### src/rtl/pa_pkg.sv
package pa_pkg;

    typedef enum logic [1:0] {
        PH_IDLE  = 2'd0,
        PH_OFFER = 2'd1,
        PH_BUSY  = 2'd2
    } phase_e;

    typedef struct packed {
        phase_e phase;
        logic   seen_en;
    } arb_state_t;

    localparam arb_state_t ARB_RESET = '{phase: PH_IDLE, seen_en: 1'b0};

    function automatic int pa_wrap_inc(input int idx, input int n);
        return (idx + 1 >= n) ? 0 : idx + 1;
    endfunction

    function automatic int pa_idx_w(input int n);
        return (n > 1) ? $clog2(n) : 1;
    endfunction

endpackage

### src/rtl/pa_rr_pick.sv
module pa_rr_pick #(
    parameter int N_SRC = 4,
    parameter int IDX_W = 2
) (
    input  logic [N_SRC-1:0] req,
    input  logic [IDX_W-1:0] ptr,
    output logic             any,
    output logic [IDX_W-1:0] pick
);
    always_comb begin
        any  = |req;
        pick = '0;
        for (int off = N_SRC - 1; off >= 0; off--) begin
            int cand;
            cand = int'(ptr) + off;
            if (cand >= N_SRC) cand = cand - N_SRC;
            if (req[cand]) pick = IDX_W'(cand);
        end
    end
endmodule

### src/rtl/pa_grant_fsm.sv
module pa_grant_fsm
    import pa_pkg::*;
#(
    parameter int N_SRC = 4,
    parameter int IDX_W = 2
) (
    input  logic             clk,
    input  logic             rst,
    input  logic [N_SRC-1:0] req,
    input  logic [N_SRC-1:0] en,
    input  logic             dn_next,
    input  logic             pick_any,
    input  logic [IDX_W-1:0] pick_idx,
    output logic [IDX_W-1:0] ptr,
    output logic [IDX_W-1:0] gnt_idx,
    output logic [N_SRC-1:0] start,
    output logic             pending,
    output logic             fwd_active
);
    arb_state_t       st_q;
    logic [IDX_W-1:0] gnt_q;
    logic [IDX_W-1:0] ptr_q;
    logic             gnt_req;
    logic             gnt_en;

    assign gnt_req = req[gnt_q];
    assign gnt_en  = en[gnt_q];

    always_ff @(posedge clk) begin
        if (rst) begin
            st_q  <= ARB_RESET;
            gnt_q <= '0;
            ptr_q <= '0;
        end else begin
            unique case (st_q.phase)
                PH_IDLE: begin
                    if (pick_any) begin
                        st_q.phase <= PH_OFFER;
                        gnt_q      <= pick_idx;
                    end
                end
                PH_OFFER: begin
                    if (dn_next) begin
                        st_q.phase   <= PH_BUSY;
                        st_q.seen_en <= 1'b0;
                    end else if (!gnt_req) begin
                        st_q.phase <= PH_IDLE;
                    end
                end
                PH_BUSY: begin
                    if (gnt_en) begin
                        st_q.seen_en <= 1'b1;
                    end else if (st_q.seen_en) begin
                        st_q.phase   <= PH_IDLE;
                        st_q.seen_en <= 1'b0;
                        ptr_q        <= IDX_W'(pa_wrap_inc(int'(gnt_q), N_SRC));
                    end
                end
                default: st_q <= ARB_RESET;
            endcase
        end
    end

    assign pending    = (st_q.phase == PH_OFFER);
    assign fwd_active = (st_q.phase == PH_BUSY);
    assign gnt_idx    = gnt_q;
    assign ptr        = ptr_q;

    for (genvar i = 0; i < N_SRC; i++) begin : g_start
        assign start[i] = pending && dn_next && (gnt_q == IDX_W'(i));
    end
endmodule

### src/rtl/pa_data_stage.sv
module pa_data_stage #(
    parameter int N_SRC  = 4,
    parameter int DATA_W = 8,
    parameter int IDX_W  = 2
) (
    input  logic                    clk,
    input  logic                    rst,
    input  logic                    fwd_active,
    input  logic [IDX_W-1:0]        sel,
    input  logic [N_SRC-1:0]        src_en,
    input  logic [N_SRC*DATA_W-1:0] src_data,
    output logic                    dn_en,
    output logic [DATA_W-1:0]       dn_data
);
    logic [DATA_W-1:0] lane [N_SRC];
    logic              sel_en;
    logic [DATA_W-1:0] sel_data;
    logic              en_q;
    logic [DATA_W-1:0] data_q;

    for (genvar i = 0; i < N_SRC; i++) begin : g_lane
        assign lane[i] = src_data[i*DATA_W +: DATA_W];
    end

    assign sel_en   = src_en[sel];
    assign sel_data = lane[sel];

    always_ff @(posedge clk) begin
        if (rst || !(fwd_active && sel_en)) begin
            en_q   <= 1'b0;
            data_q <= '0;
        end else begin
            en_q   <= 1'b1;
            data_q <= sel_data;
        end
    end

    assign dn_en   = en_q;
    assign dn_data = data_q;
endmodule

### src/rtl/pull_arb_xconnect.sv
module pull_arb_xconnect
    import pa_pkg::*;
#(
    parameter int N_SRC  = 4,
    parameter int DATA_W = 8,
    localparam int IDX_W = pa_idx_w(N_SRC)
) (
    input  logic                    clk,
    input  logic                    rst,
    input  logic [N_SRC-1:0]        src_empty,
    input  logic [N_SRC-1:0]        src_en,
    input  logic [N_SRC*DATA_W-1:0] src_data,
    output logic [N_SRC-1:0]        src_start,
    output logic                    dn_pending,
    input  logic                    dn_next,
    output logic                    dn_en,
    output logic [DATA_W-1:0]       dn_data,
    output logic [IDX_W-1:0]        grant_idx
);
    logic [N_SRC-1:0] req;
    logic             pick_any;
    logic [IDX_W-1:0] pick_idx;
    logic [IDX_W-1:0] ptr;
    logic             fwd_active;

    assign req = ~src_empty;

    pa_rr_pick #(.N_SRC(N_SRC), .IDX_W(IDX_W)) pick_i (
        .req  (req),
        .ptr  (ptr),
        .any  (pick_any),
        .pick (pick_idx)
    );

    pa_grant_fsm #(.N_SRC(N_SRC), .IDX_W(IDX_W)) fsm_i (
        .clk        (clk),
        .rst        (rst),
        .req        (req),
        .en         (src_en),
        .dn_next    (dn_next),
        .pick_any   (pick_any),
        .pick_idx   (pick_idx),
        .ptr        (ptr),
        .gnt_idx    (grant_idx),
        .start      (src_start),
        .pending    (dn_pending),
        .fwd_active (fwd_active)
    );

    pa_data_stage #(.N_SRC(N_SRC), .DATA_W(DATA_W), .IDX_W(IDX_W)) data_i (
        .clk        (clk),
        .rst        (rst),
        .fwd_active (fwd_active),
        .sel        (grant_idx),
        .src_en     (src_en),
        .src_data   (src_data),
        .dn_en      (dn_en),
        .dn_data    (dn_data)
    );
endmodule

### config.mk
export PLATFORM = sky130hd
export DESIGN_NAME = pull_arb_xconnect
export DESIGN_NICKNAME = d
export VERILOG_FILES = /design/src/rtl/pa_pkg.sv /design/src/rtl/pa_rr_pick.sv /design/src/rtl/pa_grant_fsm.sv /design/src/rtl/pa_data_stage.sv /design/src/rtl/pull_arb_xconnect.sv
export SDC_FILE = /design/constraint.sdc
export NUM_CORES = 1
export LEC_CHECK = 0
export BUFFER_PORTS_ARGS = -buffer_cell sky130_fd_sc_hd__buf_2
export CORE_AREA = 10 10 57 59
export DETAILED_ROUTE_END_ITERATION = 12
export DIE_AREA = 0 0 67 69
export GPL_ROUTABILITY_DRIVEN = 1
export PLACE_DENSITY = 0.81
export SETUP_SLACK_MARGIN = 0.2
export SLEW_MARGIN = 20
export SYNTH_ARGS = -nofsm -noshare
export SYNTH_HDL_FRONTEND = slang
export SYNTH_SLANG_ARGS = --single-unit
### constraint.sdc
create_clock -name clk -period 4.2 [get_ports clk]
set_clock_uncertainty 0.15 [all_clocks]
set_input_delay 0.42 -clock clk [delete_from_list [all_inputs] [get_ports clk]]
set_output_delay 0.42 -clock clk [all_outputs]
set_load 0.02 [all_outputs]
==> summary.txt, run 1 <==
Status
  • Status: finished, final reports clean

Global routing
  • Gr usage total: 12.20%
  • Initial antenna violation count: 0
  • First-pass GRT wire length: 4.560 mm
  • Number of global-route vias before repair: 942
  • Largest net degree at the start of global routing: 17
  • Grt met3 use: 7.890%
  • Met1 Use GR: 13.62%
  • GR Layer Usage met2: 17.47%
  • Gr busiest metal: met2
  • Grt ovf: 0

CTS
  • TritonCTS clock tree: done
  • Clock transition at path regs: 0.09 ns
  • Root Driver: clkbuf_4
  • Clock sinks: 16
  • TritonCTS buffer count: 3
  • Post-cts resize count: 0
  • Worst skew pair latency: 0.29 ns
  • Hold Buf Count CTS: 0
  • Setup Buffers After CTS: 0
  • CTS H-tree lvls: 1
  • CTS Buffer Depth: 2

Cells and area
  • Fin nets: 192
  • Layout cells sized above 1: 51.39%
  • P&R area growth vs syn: 37.45%
  • Antenna cells: 0

Critical path
  • Arrival time of the worst setup path: 1.81 ns
  • FF-to-FF Start: fsm_i.gnt_idx[0]$_SDFFE_PP0P_
  • Kind of critical path: reg2out
  • Critical Path Sink Type: output port
  • CP max FO: 16
  • Crit path launch: fsm_i.gnt_idx[0]$_SDFFE_PP0P_
  • CP required: 3.63 ns
  • Startpoint Class: flop

Synth
  • Largest family of logic cells by synthesized area: multiplexers
  • Library cells used by synthesis: 30
  • Sequential element share of the synthesized area: 34.00%
  • Adder-cell share of the synthesized area: 5.312%
  • Syn Area/Cell: 11.22 sq um
  • Cell taking the most area after synthesis: dfxtp_1
  • Post-Synth Simple-Gate Area: 20.85%
  • Top FF cell, synth: dfxtp_1
  • Top post-synthesis cells by area: dfxtp_1, mux4_2, nor2b_1, mux4_1, ha_1
  • Top cells by instance count after synthesis: dfxtp_1, nor2b_1, mux4_2, inv_1, nand2_1
  • EDFF count, synth: 0
  • Cell Area, Synth: 942.2 sq um
  • Total number of yosys warnings: 0
  • Top-count cell post-synth: dfxtp_1
  • Complex-gate fraction of the synthesized area: 9.562%
  • Async set-reset flop share out of synthesis: 0%
  • Post-synthesis cell count: 84
  • Post-Synth XOR/XNOR Area: 0%
  • #FFs+latches synth: 16
  • Post-Syn Nets: 131
  • Share of the synthesized area in the top cell type: 34.00%
  • Mux contribution to synthesized area: 26.96%

Hold path
  • Min-delay src: rst
  • Worst hold path class: in2reg

Power and ir drop
  • Leak Pwr: 0.0006165 uW
  • Peak supply drop: 144.8 uV
  • Power Dens Cells: 267.2 mW/mm^2

Timing
  • Max frequency: 419.9 MHz
  • Final worst slack: 1.818 ns
  • RSZ-0062 raised after global routing: no
  • Setup TNS: 0 ns
  • Slew Viols, Final: 0
  • Slew headroom: 45.75%
  • Worst-Margin Slew: 0.8127 ns
  • Final Cycle Share: 56.70%
  • Hold Fails Final Rpt: 0
  • Final min period: 2.382 ns
  • Final setup fails: 0

Place
  • Post-DP HPWL: 2.345 mm
  • Pre-CTS WS: 1.807 ns
  • PortBufs: 58
  • Final Wtd Congestion: 0.9088

Floorplan
  • Core region area: 0.002148 sq mm
  • Initial Util: 43.86%
  • Site Rows: 17
  • Die Y: 69 um
  • Die W: 67 um
  • Die ar.: 0.004623 sq mm
  • Num ports: 59

Routing
  • Initial DRT Pass Iterations: 4
  • Post-route ant nets: 0
  • WL/cell: 16.51 um
  • Final wirelength: 2.840 mm
  • Via density: 5.209
  • DRC Markers: 0
  • Iteration-0 DRC Markers: 44
  • DR vias: 896

Run
  • Number of max-cap violations: 0
metrics by stage:
| stage | hold WS [ns] | cells | area, sq um | total power, uW | utilization, % |
|---|---|---|---|---|---|
| 2_1_floorplan | 0.3186 | 84 | 942.2 | 212.6 | - |
| 4_1_cts | 0.2281 | 172 | 1295 | 349.5 | 60.28 |
| 3_5_place_dp | 0.3611 | 168 | 1259 | 246.6 | 58.59 |
| 5_1_grt | 0.2264 | 172 | 1295 | 367.7 | 60.28 |
| 3_3_place_gp | 0.3505 | 168 | 1259 | 243.1 | 58.59 |
| 6_report | 0.2504 | 172 | 1295 | 346.0 | 60.28 |
worst max-delay path, cell delays in order, from the launching register on:
cell,delay (ns)
dfxtp_1,0.86
inv_1,0.15
ha_1,0.24
and2_1,0.12
buf_2,0.15
cells by family (layout without fill, tap and decap cells):
logic type / Yosys count / after routing
buffers and inverters: 8 / 68
muxes: 12 / 12
AOI/OAI and AO/OA: 12 / 12
adders and majority gates: 4 / 4
and+or+nand+nor: 32 / 32
DFF: 16 / 16
layout by cell type (no fill, tap or decap), types with 2 or more instances in the layout:
| cell type | synthesis | layout |
|---|---|---|
| dfxtp_1 | 16 | 16 |
| o311ai_0 | 2 | 2 |
| ha_1 | 4 | 4 |
| clkbuf_4 | 0 | 3 |
| a21oi_1 | 4 | 4 |
| and2_1 | 4 | 4 |
| mux4_2 | 8 | 8 |
| nand2_1 | 5 | 5 |
| mux4_1 | 2 | 2 |
| inv_1 | 5 | 5 |
| buf_2 | 1 | 58 |
| o41ai_1 | 2 | 2 |
| nor2b_1 | 13 | 13 |
sequential cells by signal, indices dropped and copies added, names as in the netlist:
name	cells
data_i.dn_en	1
fsm_i.gnt_idx	2
fsm_i.ptr	2
fsm_i.st_q	3
data_i.dn_data	8
worst paths after layout:
path	end	slack, ns	cells after the start
setup / recovery	src_start[2]	1.82	4
setup reg to reg	fsm_i.ptr[0]$_SDFFE_PP0P_	1.84	3
hold reg to reg	fsm_i.ptr[1]$_SDFFE_PP0P_	0.38	2
hold / removal	fsm_i.st_q[1]$_SDFFE_PP0P_	0.25	2
report_power, final:
part | switching [uW] | total, uW | internal [uW]
clock network | 50.0 | 103 | 52.8
logic | 31.0 | 75.7 | 44.8
registers | 11.0 | 167 | 156
cell type report:
class	instances	area, sq um
Timing Repair Buffer	58	290.3
Inverter	6	22.52
Multi-Input combinational cell	60	590.6
Tap cell	28	35.03
Clock buffer	4	36.28
Fill cell	202	853.3
Sequential cell	16	320.3
layer usage:
metal | vias to the layer above | share of wire, %
met5 | - | 0
met4 | 0 | 1.7
met3 | 5 | 17
met2 | 49 | 42
met1 | 409 | 40
li1 | 433 | -
(Power assumes the default switching activity.)
==> run 2: changes to the inputs <==
--- a/config.mk
+++ b/config.mk
@@ -5,12 +5,13 @@
 export SDC_FILE = /design/constraint.sdc
 export NUM_CORES = 1
 export LEC_CHECK = 0
+export ABC_AREA = 1
 export BUFFER_PORTS_ARGS = -buffer_cell sky130_fd_sc_hd__buf_2
-export CORE_AREA = 10 10 57 59
+export CORE_AREA = 10 10 79 54
 export DETAILED_ROUTE_END_ITERATION = 12
-export DIE_AREA = 0 0 67 69
+export DIE_AREA = 0 0 89 64
 export GPL_ROUTABILITY_DRIVEN = 1
-export PLACE_DENSITY = 0.81
+export PLACE_DENSITY = 0.73
 export SETUP_SLACK_MARGIN = 0.2
 export SLEW_MARGIN = 20
 export SYNTH_ARGS = -nofsm -noshare
==> constraint.sdc (replaced) <==
create_clock -name clk -period 2.09 [get_ports clk]
set_clock_uncertainty 0.15 [all_clocks]
set_input_delay 0.209 -clock clk [delete_from_list [all_inputs] [get_ports clk]]
set_output_delay 0.209 -clock clk [all_outputs]
set_load 0.02 [all_outputs]
==> run 2 against run 1 <==
  * Flip-flop and latch count unchanged
  * Critical endpoint unchanged
  * Largest cell class unchanged
  * First-iteration DRC count rose to 3.8 times the previous value
  * Cell area up 13%
  * Cell count up 60%
==> summary.txt, run 2 <==
Status
  • Status: finished, final reports clean

Timing
  • Final setup fails: 0 (unchanged)
  • RSZ-0062 raised after global routing: no
  • Final min period: 1.749 ns
  • Final Cycle Share: 83.67%
  • Slew Viols, Final: 0 (unchanged)
  • Max frequency: 571.8 MHz
  • Setup TNS: 0 ns (unchanged)
  • Worst-Margin Slew: 0.3993 ns (-0.4134 ns)
  • Slew headroom: 73.35% (+28 points)
  • Hold Fails Final Rpt: 0 (unchanged)

Power and ir drop
  • Leak Pwr: 0.0008052 uW (+31%)
  • Power Dens Cells: 515.3 mW/mm^2 (+93%)
  • Peak supply drop: 353.1 uV (+140%)

CTS
  • Hold Buf Count CTS: 0 (unchanged)
  • CTS H-tree lvls: 1 (unchanged)
  • Worst skew pair latency: 0.25 ns (-0.04 ns)
  • Setup Buffers After CTS: 0 (unchanged)
  • Clock transition at path regs: 0.05 ns (-0.04 ns)
  • CTS Buffer Depth: 2 (unchanged)
  • TritonCTS clock tree: done
  • Root Driver: clkbuf_8
  • Post-cts resize count: 0 (unchanged)
  • Clock sinks: 16 (unchanged)
  • TritonCTS buffer count: 3 (unchanged)

Routing
  • Via density: 4.714 (-9.5%)
  • Final wirelength: 3.654 mm (+29%)
  • Initial DRT Pass Iterations: 5 (+1)
  • Post-route ant nets: 0 (unchanged)
  • DRC Markers: 0 (unchanged)
  • WL/cell: 13.24 um (-20%)
  • Iteration-0 DRC Markers: 167 (+280%)
  • DR vias: 1301 (+45%)

Synth
  • Cell taking the most area after synthesis: dfxtp_1
  • Cell Area, Synth: 0.001091 sq mm (+16%)
  • Post-synthesis cell count: 184 (+120%)
  • Async set-reset flop share out of synthesis: 0% (unchanged)
  • Post-Syn Nets: 231 (+76%)
  • Syn Area/Cell: 5.930 sq um (-47%)
  • Share of the synthesized area in the top cell type: 29.36% (-4.6 points)
  • Total number of yosys warnings: 0 (unchanged)
  • Sequential element share of the synthesized area: 29.36% (-4.6 points)
  • Top cells by instance count after synthesis: nor2_1, nand2_1, inv_1, o21ai_0, dfxtp_1
  • Top FF cell, synth: dfxtp_1
  • EDFF count, synth: 0 (unchanged)
  • Top-count cell post-synth: nor2_1
  • Library cells used by synthesis: 19 (-37%)
  • #FFs+latches synth: 16 (unchanged)
  • Top post-synthesis cells by area: dfxtp_1, nor2_1, nand2_1, o21ai_0, inv_1

Floorplan
  • Num ports: 59 (unchanged)
  • Die W: 89 um (+33%)
  • Die ar.: 0.005696 sq mm (+23%)
  • Site Rows: 15 (-2)
  • Initial Util: 39.02% (-4.8 points)
  • Core region area: 0.002796 sq mm (+30%)
  • Die Y: 64 um (-7.2%)

Cells and area
  • Filler Cells Inserted: 301 (+49%)
  • Final core occ: 52.30% (-8.0 points)
  • Leading cell types in the layout, fill and taps excluded: buf_2, nor2_1, nand2_1
  • Antenna cells: 0 (unchanged)
  • Fin nets: 291 (+52%)
  • Max reg flops: 8 (unchanged)
  • Final instance area: 0.001463 sq mm (+13%)
  • Layout Cells excl Fill: 276 (+60%)
  • P&R area growth vs syn: 34.06%
  • Layout cells sized above 1: 30.58% (-21 points)
  • Most common cell after layout, fill and taps aside: buf_2

Critical path
  • Startpoint Class: flop
  • CP max FO: 15 (-1)
  • FF-to-FF Start: fsm_i.gnt_idx[1]$_SDFFE_PP0P_
  • Worst path max stage delay: 0.31 ns (-0.55 ns)
  • Crit path launch: fsm_i.gnt_idx[0]$_SDFFE_PP0P_
  • Slowest-stage cell, CP: dfxtp_1
  • CP endpoint: src_start[2]
  • Cell Chain, Critical Path: inv_1 -> ha_1 -> inv_1 -> nor2_1 -> buf_2
  • CP Buf/Inv Count: 3 (+1)
  • Reg2reg setup slack: 0.46 ns (-1.38 ns)
  • CP required: 1.73 ns (-1.90 ns)
  • Critical Path Sink Type: output port
  • Levels on crit path: 5 (+1)
  • Most used cell, CP: inv_1
  • Kind of critical path: reg2out
  • Worst reg2reg endpoint: fsm_i.st_q[0]$_SDFFE_PP0P_
  • Arrival time of the worst setup path: 1.39 ns (-0.42 ns)
  • Cell family with most CP delay: buffers and inverters
  • Reg2Reg Depth: 6 (+3)

Place
  • PortBufs: 58 (unchanged)
  • Placed Cells: 273 (+63%)
  • Post-DP HPWL: 2.996 mm (+28%)
  • Final Wtd Congestion: 0.8605 (-5.3%)
  • Placement Cell Area: 0.001421 sq mm (+13%)

Global routing
  • Grt ovf: 0 (unchanged)
  • Largest net degree at the start of global routing: 25 (+8)
  • Number of global-route vias before repair: 1187 (+26%)
  • Initial antenna violation count: 0 (unchanged)
  • Gr usage total: 12.19% (-0.015 points)
  • First-pass GRT wire length: 5.720 mm (+25%)

Run
  • Number of max-cap violations: 0 (unchanged)

Hold path
  • Worst hold path class: in2reg
-- run 2: cell count changes after synthesis, moves of 3 or more --
cell,change
nor2b_1,-13
mux4_2,-8
o21ai_0,+21
nand2_2,+5
nor2_1,+40
inv_1,+16
a21oi_1,+11
nand2_1,+31
clkbuf_1,+3
nand3_1,+8
and2_1,-4
-- run 2: per-layer routing --
layer / track usage (%) / wire length (um)
met3: 5.570 / 438
met4: 1.186 / 7
met1: 16.59 / 1653
met5: 0 / 0
met2: 17.65 / 1555
-- run 2: area by class of cell --
type / instances / area, sq um / area share [%]
clock buffers: 3 / 41.29 / 2.823
inverters: 22 / 82.58 / 5.646
multi-input cells: 140 / 663.1 / 45.34
flip-flops and latches: 16 / 320.3 / 21.90
well taps: 34 / 42.54 / 2.908
repair buffers: 61 / 312.8 / 21.39
-- run 2: worst register-to-register path: cells and delay by family (launching register included) --
kind | cells | cell delay, ns
simple gates | 4 | 0.58
compound gates | 1 | 0.16
buf+inv | 1 | 0.29
flops | 1 | 0.31
-- run 2: power by group --
group | switching, uW | internal, uW
clock | 98.9 | 128
sequential | 5.71 | 315
combinational | 125 | 81.5
-- run 2: cells by family after synthesis --
logic type | Yosys count | share of synthesized area (%)
DFF | 16 | 29.36
adders and majority gates | 4 | 4.587
and+or+nand+nor | 95 | 36.35
buffers and inverters | 28 | 9.862
AOI/OAI and AO/OA | 41 | 19.84
-- run 2: how the worst min path moves through the flow --
| stage | startpoint | to | slack [ns] | cells past startpoint |
|---|---|---|---|---|
| after floorplan | rst | fsm_i.gnt_idx[0]$_SDFFE_PP0P_ | 0.12 | 1 |
| after global placement | rst | fsm_i.gnt_idx[0]$_SDFFE_PP0P_ | 0.32 | 2 |
| after detailed placement | rst | fsm_i.gnt_idx[0]$_SDFFE_PP0P_ | 0.32 | 2 |
| after CTS | rst | fsm_i.gnt_idx[0]$_SDFFE_PP0P_ | 0.06 | 2 |
| after global routing | rst | fsm_i.gnt_idx[0]$_SDFFE_PP0P_ | 0.06 | 2 |
| final | rst | fsm_i.gnt_idx[0]$_SDFFE_PP0P_ | 0.07 | 2 |
-- run 2: per-stage QoR --
step	power, uW	hold slack [ns]	setup slack [ns]
5_1_grt	805.1	0.06485	0.2266
6_report	753.7	0.06759	0.3412
3_3_place_gp	531.8	0.3196	0.5391
4_1_cts	760.9	0.05955	0.3384
2_1_floorplan	451.8	0.1214	0.4263
3_5_place_dp	533.6	0.3190	0.4795
==> run 3: changes to the inputs <==
==> constraint.sdc (replaced) <==
create_clock -name clk -period 1.58 [get_ports clk]
set_clock_uncertainty 0.15 [all_clocks]
set_input_delay 0.158 -clock clk [delete_from_list [all_inputs] [get_ports clk]]
set_output_delay 0.158 -clock clk [all_outputs]
set_load 0.02 [all_outputs]
==> run 3 against run 2 <==
  * Combinational power is 120% higher
  * Critical path type is now reg2reg
  * Flip-flop and latch count stayed put
  * Non-clock buffer count is 24 higher
  * Utilization is 18 points higher
  * Sequential power is 34% higher
  * Register-to-register slack worse by 0.38 ns
  * Setup slack worse by 0.26 ns
  * First-iteration DRC count is 17% higher
  * Via count is 27% higher
  * Cell count is 9.4% higher
  * Critical path depth is 3 higher
==> summary.txt, run 3 (synthesis results as in run 2) <==
Cells and area
  • Layout Cells excl Fill: 302 (+9.4%)
  • Filler Cells Inserted: 214 (-29%)
  • Max reg flops: 8 (unchanged)
  • Fin nets: 316 (+8.6%)
  • Final core occ: 70.56% (+18 points)
  • Layout cells sized above 1: 56.34% (+26 points)
  • Most common cell after layout, fill and taps aside: buf_2
  • P&R area growth vs syn: 80.85%
  • Antenna cells: 0 (unchanged)
  • Leading cell types in the layout, fill and taps excluded: buf_2, nor2_1, nand2_1

Timing
  • Max frequency: 668.0 MHz
  • Hold Fails Final Rpt: 0 (unchanged)
  • Final min period: 1.497 ns
  • Final setup fails: 0 (unchanged)
  • Final worst slack: 0.08303 ns (-0.2582 ns)
  • Worst-Margin Slew: 0.2556 ns (-0.1437 ns)
  • Slew headroom: 82.83% (+9.5 points)
  • Setup TNS: 0 ns (unchanged)
  • RSZ-0062 raised after global routing: yes
  • Slew Viols, Final: 0 (unchanged)
  • Final Cycle Share: 94.74%

Critical path
  • Reg2Reg Depth: 8 (+2)
  • CP required: 1.62 ns (-0.11 ns)
  • Critical Path Sink Type: flop
  • Arrival time of the worst setup path: 1.54 ns (+0.15 ns)
  • FF-to-FF Start: fsm_i.ptr[0]$_SDFFE_PP0P_
  • Startpoint Class: flop
  • Reg2reg setup slack: 0.08 ns (-0.38 ns)
  • CP max FO: 7 (-8)
  • Worst reg2reg endpoint: fsm_i.gnt_idx[0]$_SDFFE_PP0P_
  • Kind of critical path: reg2reg
  • Crit path launch: fsm_i.ptr[0]$_SDFFE_PP0P_
  • CP endpoint: fsm_i.gnt_idx[0]$_SDFFE_PP0P_

Floorplan
  • Site Rows: 15 (unchanged)
  • Num ports: 59 (unchanged)
  • Die Y: 64 um (unchanged)
  • Die W: 89 um (unchanged)
  • Core region area: 0.002796 sq mm (unchanged)
  • Initial Util: 39.02% (unchanged)
  • Die ar.: 0.005696 sq mm (unchanged)

Place
  • Placed Cells: 276 (+1.1%)
  • PortBufs: 58 (unchanged)
  • Pre-CTS WS: 0.09170 ns (-0.3878 ns)
  • Final Wtd Congestion: 0.9070 (+5.4%)
  • Post-DP HPWL: 2.834 mm (-5.4%)

Status
  • Status: finished, final reports clean

Power and ir drop
  • Switching share of power: 34.85% (+4.4 points)
  • Leak Pwr: 0.0009731 uW (+21%)
  • Total power: 1218 uW (+62%)
  • Peak supply drop: 502.1 uV (+42%)
  • Sw Pwr: 424.6 uW (+85%)
  • Clk pwr share: 27.5% (-2.6 points)
  • Power Dens Cells: 617.5 mW/mm^2 (+20%)
  • Combinational share of power: 37.3% (+9.9 points)
  • Reg power frac: 35.3% (-7.3 points)
  • Internal power: 793.8 uW (+51%)

Routing
  • WL/cell: 17.55 um (+33%)
  • DRC Markers: 0 (unchanged)
  • Initial DRT Pass Iterations: 5 (unchanged)
  • DR vias: 1649 (+27%)
  • Post-route ant nets: 0 (unchanged)
  • Final wirelength: 5.300 mm (+45%)
  • Via density: 5.460 (+16%)
  • Iteration-0 DRC Markers: 195 (+17%)

CTS
  • Clock sinks: 16 (unchanged)
  • TritonCTS buffer count: 3 (unchanged)
  • CTS H-tree lvls: 1 (unchanged)
  • TritonCTS clock tree: done
  • Root Driver: clkbuf_8
  • Clock transition at path regs: 0.07 ns (+0.02 ns)
  • Worst skew pair latency: 0.26 ns (about the same)
  • CTS Buffer Depth: 2 (unchanged)

Global routing
  • Number of global-route vias before repair: 1469 (+24%)
  • First-pass GRT wire length: 6.934 mm (+21%)
  • Grt ovf: 0 (unchanged)
  • Gr usage total: 14.98% (+2.8 points)
  • Largest net degree at the start of global routing: 12 (-52%)
  • Initial antenna violation count: 0 (unchanged)

Run
  • Number of max-cap violations: 0 (unchanged)

Hold path
  • Worst hold path class: in2reg
[run 3: cell count changes in the layout (fill, tap and decap cells not counted), sizes merged]
cell / delta
buf: +23
clkbuf: +1
dlygate4sd3: +1
nand2: +1
[run 3: worst max-delay path: stages (launching register included)]
cell     delay (ns)
dfxtp_4        0.41
inv_8          0.05
nand2_2        0.08
nand3_1        0.10
nand2_1        0.13
nor2_1         0.08
a21oi_2        0.18
nand2_1        0.11
a21oi_2        0.14
[run 3: what timing repair did]
item / in CTS / in global routing
hold buffers: 1 / 0
endpoints found under the hold margin: 2 / 0
pin swaps: 8 / 8
buffers inserted: 16 / 4
endpoints found under the setup margin: 17 / 22
gates cloned: 0 / 1
gates resized for setup: 42 / 51
[run 3: cell type report]
type | instances | area, sq um | share of cell area (%)
sequential | 16 | 335.3 | 16.99
multi-input combinational | 141 | 888.4 | 45.02
timing repair buffer | 85 | 559.3 | 28.34
tap | 34 | 42.54 | 2.156
clock buffer | 4 | 45.04 | 2.283
inverter | 22 | 102.6 | 5.200
[run 3: how the worst min path moves through the flow]
stage | from | to | slack (ns) | cells past startpoint
2_1_floorplan | rst | fsm_i.gnt_idx[0]$_SDFFE_PP0P_ | 0.06 | 1
3_3_place_gp | rst | fsm_i.gnt_idx[0]$_SDFFE_PP0P_ | 0.25 | 2
3_5_place_dp | rst | fsm_i.gnt_idx[0]$_SDFFE_PP0P_ | 0.25 | 2
4_1_cts | src_data[29] | data_i.dn_data[5]$_SDFF_PN0_ | 0.03 | 3
5_1_grt | src_data[27] | data_i.dn_data[3]$_SDFF_PN0_ | 0.05 | 3
6_report | src_data[27] | data_i.dn_data[3]$_SDFF_PN0_ | 0.03 | 3
[run 3: power groups by stage]
stage | logic (uW) | clock network, uW | registers [uW]
floorplan | 159 | 0 | 445
global placement | 274 | 0 | 438
detailed placement | 275 | 0 | 438
CTS | 359 | 334 | 428
global route | 489 | 357 | 431
finish | 454 | 335 | 430
[run 3: per-layer routing]
layer	share of wire, %	GRT usage (%)	vias to the layer above
met5	0	0	-
li1	-	-	755
met3	14	6.203	21
met2	47	24.29	116
met1	35	18.18	757
met4	2.8	2.964	0
[run 3: metrics by stage]
step | instance area (sq um) | hold WS (ns)
CTS | 1772 | 0.03202
global route | 1973 | 0.04911
global placement | 1461 | 0.2473
detailed placement | 1461 | 0.2468
finish | 1973 | 0.02728
floorplan | 1111 | 0.06127
